`config.mk`:
```
export PLATFORM = sky130hd
export DESIGN_NAME = boot_remap
export DESIGN_NICKNAME = d
export VERILOG_FILES = /design/src/rtl/bremap_pkg.sv /design/src/rtl/bremap_sfr.sv /design/src/rtl/bremap_fsm.sv /design/src/rtl/bremap_xlate.sv /design/src/rtl/boot_remap.sv
export SDC_FILE = /design/constraint.sdc
export NUM_CORES = 1
export LEC_CHECK = 0
export BUFFER_PORTS_ARGS = -buffer_cell sky130_fd_sc_hd__buf_2
export CAP_MARGIN = 10
export CORE_AREA = 2 2 53 55
export CTS_BUF_LIST = sky130_fd_sc_hd__clkbuf_4 sky130_fd_sc_hd__clkbuf_8
export CTS_CLUSTER_DIAMETER = 120
export DETAILED_ROUTE_END_ITERATION = 6
export DIE_AREA = 0 0 55 57
export GPL_ROUTABILITY_DRIVEN = 0
export GPL_TIMING_DRIVEN = 0
export PLACE_DENSITY = 0.85
export SLEW_MARGIN = 20
export SYNTH_ARGS = -nofsm -noshare
export SYNTH_HDL_FRONTEND = slang
export SYNTH_SLANG_ARGS = --single-unit
```
`constraint.sdc`:
```
create_clock -name clk -period 2.4 [get_ports clk]
set_clock_uncertainty 0.1 [all_clocks]
set_input_delay 0.48 -clock clk [delete_from_list [all_inputs] [get_ports clk]]
set_output_delay 0.48 -clock clk [all_outputs]
set_load 0.005 [all_outputs]
```
`src/rtl/bremap_pkg.sv`:
```
package bremap_pkg;
    typedef enum logic [0:0] {
        MAP_DIRECT   = 1'b0,
        MAP_REDIRECT = 1'b1
    } map_state_e;
endpackage

```
`src/rtl/bremap_sfr.sv`:
```
module bremap_sfr #(
    parameter int SFR_AW   = 16,
    parameter int DATA_W   = 8,
    parameter int NIB_W    = 4,
    parameter logic [SFR_AW-1:0] SFR_LOC = 16'hF0EC
) (
    input  logic              clk,
    input  logic              rst_n,
    input  logic              sfr_we,
    input  logic [SFR_AW-1:0] sfr_addr,
    input  logic [DATA_W-1:0] sfr_wdata,
    output logic [NIB_W-1:0]  pending
);
    logic hit;

    always_comb begin
        hit = sfr_we && (sfr_addr == SFR_LOC);
    end

    always_ff @(posedge clk or negedge rst_n) begin
        if (!rst_n) begin
            pending <= '0;
        end else if (hit) begin
            pending <= sfr_wdata[NIB_W-1:0];
        end
    end

    // a write to any other address leaves the pending value alone
    a_r2_foreign_write: assert property (@(posedge clk) disable iff (!rst_n)
        !(sfr_we && sfr_addr == SFR_LOC) |=> $stable(pending));
endmodule

```
`src/rtl/bremap_fsm.sv`:
```
module bremap_fsm
    import bremap_pkg::*;
#(
    parameter int OFS_W    = 16,
    parameter int WIN_BITS = 12,
    parameter int NIB_W    = OFS_W - WIN_BITS,
    parameter logic [OFS_W-1:0] TEST_BASE = 16'hFC00
) (
    input  logic             clk,
    input  logic             rst_n,
    input  logic             cpu_soft_rst,
    input  logic [NIB_W-1:0] pending,
    output map_state_e       state,
    output logic [NIB_W-1:0] shadow
);
    logic [OFS_W:0]   pend_last;
    logic             pend_ok;
    map_state_e       state_nx;
    logic [NIB_W-1:0] shadow_nx;

    // last byte of the candidate region must stay below the test area
    always_comb begin
        pend_last = {1'b0, pending, {WIN_BITS{1'b1}}};
        pend_ok   = pend_last < {1'b0, TEST_BASE};
    end

    always_comb begin
        state_nx  = state;
        shadow_nx = shadow;
        if (cpu_soft_rst && pend_ok) begin
            unique case (state)
                MAP_DIRECT: begin
                    if (pending != '0) begin      // ENGAGE
                        state_nx  = MAP_REDIRECT;
                        shadow_nx = pending;
                    end
                end
                MAP_REDIRECT: begin
                    if (pending == '0) begin      // RELEASE
                        state_nx  = MAP_DIRECT;
                        shadow_nx = '0;
                    end else begin                // RETARGET
                        shadow_nx = pending;
                    end
                end
                default: begin
                    state_nx  = MAP_DIRECT;
                    shadow_nx = '0;
                end
            endcase
        end
    end

    always_ff @(posedge clk or negedge rst_n) begin
        if (!rst_n) begin
            state  <= MAP_DIRECT;
            shadow <= '0;
        end else begin
            state  <= state_nx;
            shadow <= shadow_nx;
        end
    end

    // no soft reset, no change of the active mapping
    a_r3_hold_mapping: assert property (@(posedge clk) disable iff (!rst_n)
        !cpu_soft_rst |=> $stable(shadow) && $stable(state));
    // a target touching the test area is refused
    a_r8_reject_bad: assert property (@(posedge clk) disable iff (!rst_n)
        (cpu_soft_rst && !pend_ok) |=> $stable(shadow));
    // an accepted value becomes the active one
    a_r4_load_pending: assert property (@(posedge clk) disable iff (!rst_n)
        (cpu_soft_rst && pend_ok) |=> shadow == $past(pending));
    // identity state means a zero shadow
    a_r9_direct_zero: assert property (@(posedge clk) disable iff (!rst_n)
        (state == MAP_DIRECT) |-> (shadow == '0));
endmodule

```
`src/rtl/bremap_xlate.sv`:
```
module bremap_xlate
    import bremap_pkg::*;
#(
    parameter int SEG_W     = 4,
    parameter int OFS_W     = 16,
    parameter int WIN_BITS  = 12,
    parameter int NIB_W     = OFS_W - WIN_BITS,
    parameter int ALIAS_SEG = 8,
    parameter logic [OFS_W-1:0] TEST_BASE = 16'hFC00,
    localparam int ADDR_W   = SEG_W + OFS_W
) (
    input  logic              clk,
    input  logic              rst_n,
    input  map_state_e        state,
    input  logic [NIB_W-1:0]  shadow,
    input  logic [ADDR_W-1:0] cpu_addr,
    output logic [ADDR_W-1:0] phys_addr
);
    logic [SEG_W-1:0] seg;
    logic [OFS_W-1:0] ofs;
    logic             in_win;
    logic             seg_zero;
    logic             seg_alias;

    always_comb begin
        seg       = cpu_addr[ADDR_W-1:OFS_W];
        ofs       = cpu_addr[OFS_W-1:0];
        in_win    = (ofs[OFS_W-1:WIN_BITS] == '0);
        seg_zero  = (seg == '0);
        seg_alias = (seg == SEG_W'(ALIAS_SEG));
    end

    always_comb begin
        phys_addr = cpu_addr;
        if (in_win && seg_zero && state == MAP_REDIRECT) begin
            phys_addr = {{SEG_W{1'b0}}, shadow, ofs[WIN_BITS-1:0]};
        end else if (in_win && seg_alias) begin
            phys_addr = {{SEG_W{1'b0}}, ofs};
        end
    end

    // boot-window fetches never land in the test area
    a_r8_never_test: assert property (@(posedge clk) disable iff (!rst_n)
        (seg_zero && in_win) |-> (phys_addr[OFS_W-1:0] < TEST_BASE));
endmodule

```
`src/rtl/boot_remap.sv`:
```
module boot_remap
    import bremap_pkg::*;
#(
    parameter int SEG_W     = 4,
    parameter int OFS_W     = 16,
    parameter int WIN_BITS  = 12,
    parameter int SFR_AW    = 16,
    parameter int DATA_W    = 8,
    parameter int ALIAS_SEG = 8,
    parameter logic [SFR_AW-1:0] SFR_LOC   = 16'hF0EC,
    parameter logic [OFS_W-1:0]  TEST_BASE = 16'hFC00,
    localparam int ADDR_W   = SEG_W + OFS_W,
    localparam int NIB_W    = OFS_W - WIN_BITS
) (
    input  logic              clk,
    input  logic              rst_n,
    input  logic              cpu_soft_rst,
    input  logic              sfr_we,
    input  logic [SFR_AW-1:0] sfr_addr,
    input  logic [DATA_W-1:0] sfr_wdata,
    input  logic [ADDR_W-1:0] cpu_addr,
    output logic [ADDR_W-1:0] phys_addr,
    input  logic [ADDR_W-1:0] flash_addr_in,
    output logic [ADDR_W-1:0] flash_addr_out
);
    logic [NIB_W-1:0] pending;
    logic [NIB_W-1:0] shadow;
    map_state_e       state;

    bremap_sfr #(
        .SFR_AW (SFR_AW),
        .DATA_W (DATA_W),
        .NIB_W  (NIB_W),
        .SFR_LOC(SFR_LOC)
    ) u_sfr (
        .clk      (clk),
        .rst_n    (rst_n),
        .sfr_we   (sfr_we),
        .sfr_addr (sfr_addr),
        .sfr_wdata(sfr_wdata),
        .pending  (pending)
    );

    bremap_fsm #(
        .OFS_W    (OFS_W),
        .WIN_BITS (WIN_BITS),
        .NIB_W    (NIB_W),
        .TEST_BASE(TEST_BASE)
    ) u_fsm (
        .clk         (clk),
        .rst_n       (rst_n),
        .cpu_soft_rst(cpu_soft_rst),
        .pending     (pending),
        .state       (state),
        .shadow      (shadow)
    );

    bremap_xlate #(
        .SEG_W    (SEG_W),
        .OFS_W    (OFS_W),
        .WIN_BITS (WIN_BITS),
        .NIB_W    (NIB_W),
        .ALIAS_SEG(ALIAS_SEG),
        .TEST_BASE(TEST_BASE)
    ) u_xlate (
        .clk      (clk),
        .rst_n    (rst_n),
        .state    (state),
        .shadow   (shadow),
        .cpu_addr (cpu_addr),
        .phys_addr(phys_addr)
    );

    // programming addresses bypass translation
    always_comb begin
        flash_addr_out = flash_addr_in;
    end
endmodule

```
==> metrics.txt <==
Nets 220; share of layout cells above drive strength 1 78.1%; max incr delay on CP 0.38 ns; crit path DAT 1.59 ns; Die Y 57 µm; H-tree Lvls 1; number of enable flip-flop cells after synthesis 0; diodes inserted 0; CTS tree built; Syn Nets 143; vias in the first global route 621; sequential element share of the synthesized area 30.1%; Main synth FF type dfrtp_1; Fillers 264; ANT nets after route 0; minimum clock period 2.17 ns; met2 global-route usage 19.4%; crit-path leading delay family simple AND/OR/NAND/NOR gates; CTS root buf clkbuf_4; DR iter-0 viols 4; CP Capture Type output pin; largest net degree at the start of global routing 10; crit path kind input pin to output pin; Synthesis Warnings 0; first-pass GRT wire length 2350 µm; GR peak layer met2; Max Slew Vio Count 0; Post-Syn Area 749 µm²; Tightest Pin Transition 0.415 ns; max cap viols 0; setup TNS 0 ns; crit share post-route 90.5%; worst-path cell chain buf_2 > nor4_1 > nand2_1 > nor3b_1 > a21o_1 > buf_2; latest clock arrival within the worst-skew pair 0.26 ns; first drt pass iteration count 2; grt ovf 0; initial antenna violation count 0; Hold WC Path Type input pin to flop; pwr/cell area 338 nW/µm²; Avg Inst Size Synth 9.99 µm²; Cells after DPL 177; wire per inst 9.46 µm; status finished, final reports clean; Clock transition at path regs 0.06 ns; via count 756; Finished Layout Cells 182; area of the multi-input gates 269 µm²; Worst VDD drop 0.145 mV; final wirelength 1720 µm; Inserted Clock Buffers 3; crit path launch type input pin; Synth area leaders buf_4, dfrtp_1, mux2_4; final setup fails 0; crit path buf inv count 2; DRC viols 0; row cnt 19; Layout area overhead 57.9%; Leak 0.706 nW; fmax 460 MHz; FF+latch area 225 µm²; most frequent cells after synthesis buf_4, dfrtp_1, a21o_1, mux2_4; Core ar. 2620 µm²; post-CTS setup buffer count 0; CTS max path bufs 2; HPWL after detailed placement 1560 µm; Post-synth ARST share 100%; io pins 108; die area 3140 µm²; met3 Use GR 3.66%; worst path required time 1.82 ns; DIE WIDTH 55 µm; Yosys top cell by area buf_4; RSZ-0062 raised after global routing false; CP most frequent cell buf_2; cells after synthesis 75; library cells used by synthesis 23; Slew headroom 72.3%; most frequent cell after synthesis buf_4; vias per cell 4.15; met1 Use GR 9.90%; GRT Util Overall 10.3%; Final Hold Viols 0; slowest stage cell, crit path nor3b_1; port bufs 71; FF+latch count, synth 9; critical path peak fanout 4; Initial Utilization 28.7%; Synth top area share 32.1%; clock sinks 9
==> cell families (layout without fill, tap and decap cells) <==
kind of cell           Yosys count  in the layout  share of synthesized area [%]
buffers and inverters           36            112                           34.1
and+or+nand+nor                 16             16                           14.4
DFF                              9              9                           30.1
AOI/OAI and AO/OA                6              6                           7.51
muxes                            8              8                           14.0
==> layout by cell type (no fill, tap or decap), drive strengths merged, types with 2 or more instances in the layout <==
cell and n:
nor3 3, nand2 2, nor2 2, dfrtp 9, a21o 4, clkbuf 7, nand4b 2, mux2 8
buf 103
==> flip-flops by register name, indices dropped and copies added (netlist names) <==
| signal | cells |
|---|---|
| u_fsm.shadow | 4 |
| u_sfr.pending | 4 |
| u_fsm.state | 1 |
==> worst paths after layout <==
path                                               from                           end  slack (ns)  cells after the start
max in group asynchronous                         rst_n   u_fsm.shadow[1]$_DFFE_PN0P_        1.53                      2
min in group asynchronous                         rst_n  u_sfr.pending[3]$_DFFE_PN0P_        0.49                      2
min reg2reg                 u_fsm.shadow[1]$_DFFE_PN0P_   u_fsm.shadow[1]$_DFFE_PN0P_        0.41                      1
max reg2reg                u_sfr.pending[2]$_DFFE_PN0P_   u_fsm.shadow[0]$_DFFE_PN0P_        0.61                      3
max                                        cpu_addr[15]                 phys_addr[15]        0.23                      6
min                                        sfr_wdata[2]  u_sfr.pending[2]$_DFFE_PN0P_        0.35                      2
==> final cells by class <==
type                            count  area share (%)
Timing Repair Buffer               72            30.9
Clock buffer                        4            2.54
Sequential cell                     9            19.0
Tap cell                           31            3.28
Inverter                            1           0.317
Buffer                             35            21.2
Multi-Input combinational cell     30            22.7
==> where the power goes <==
part           internal, mW  leakage (nW)  switching (mW)
Combinational        0.0819         0.563          0.0366
Sequential            0.153         0.124         0.00169
Clock                0.0753        0.0184          0.0513
Total                 0.310         0.706          0.0895
==> worst reg2reg max path, stage by stage (launching register included) <==
cell	delay, ns
dfrtp_1	0.42
or4_4	0.57
o211ai_4	0.23
mux2_2	0.36
==> timing repair <==
action / 4_1_cts / 5_1_grt
endpoints found under the hold margin: 9 / 0
setup endpoints to repair: 0 / 0
resized for setup: 0 / 0
hold buffers: 1 / 0
==> per-layer routing <==
metal | vias to the layer above | wire length, µm
li1 | 377 | -
met1 | 307 | 571
met2 | 72 | 817
met3 | 0 | 333
met4 | 0 | 0
met5 | - | 0
==> metrics by stage <==
step	setup WS [ns]	hold slack (ns)	util (%)	instance area, µm²	power (mW)
2_1_floorplan	0.509	0.0844	-	749	0.215
4_1_cts	0.201	0.346	45.3	1180	0.405
3_5_place_dp	0.171	0.239	43.7	1140	0.276
3_3_place_gp	0.187	0.235	43.7	1140	0.274
6_report	0.228	0.351	45.3	1180	0.400
5_1_grt	0.0860	0.336	45.3	1180	0.428
No activity file was read; power rests on OpenSTA's default activity.
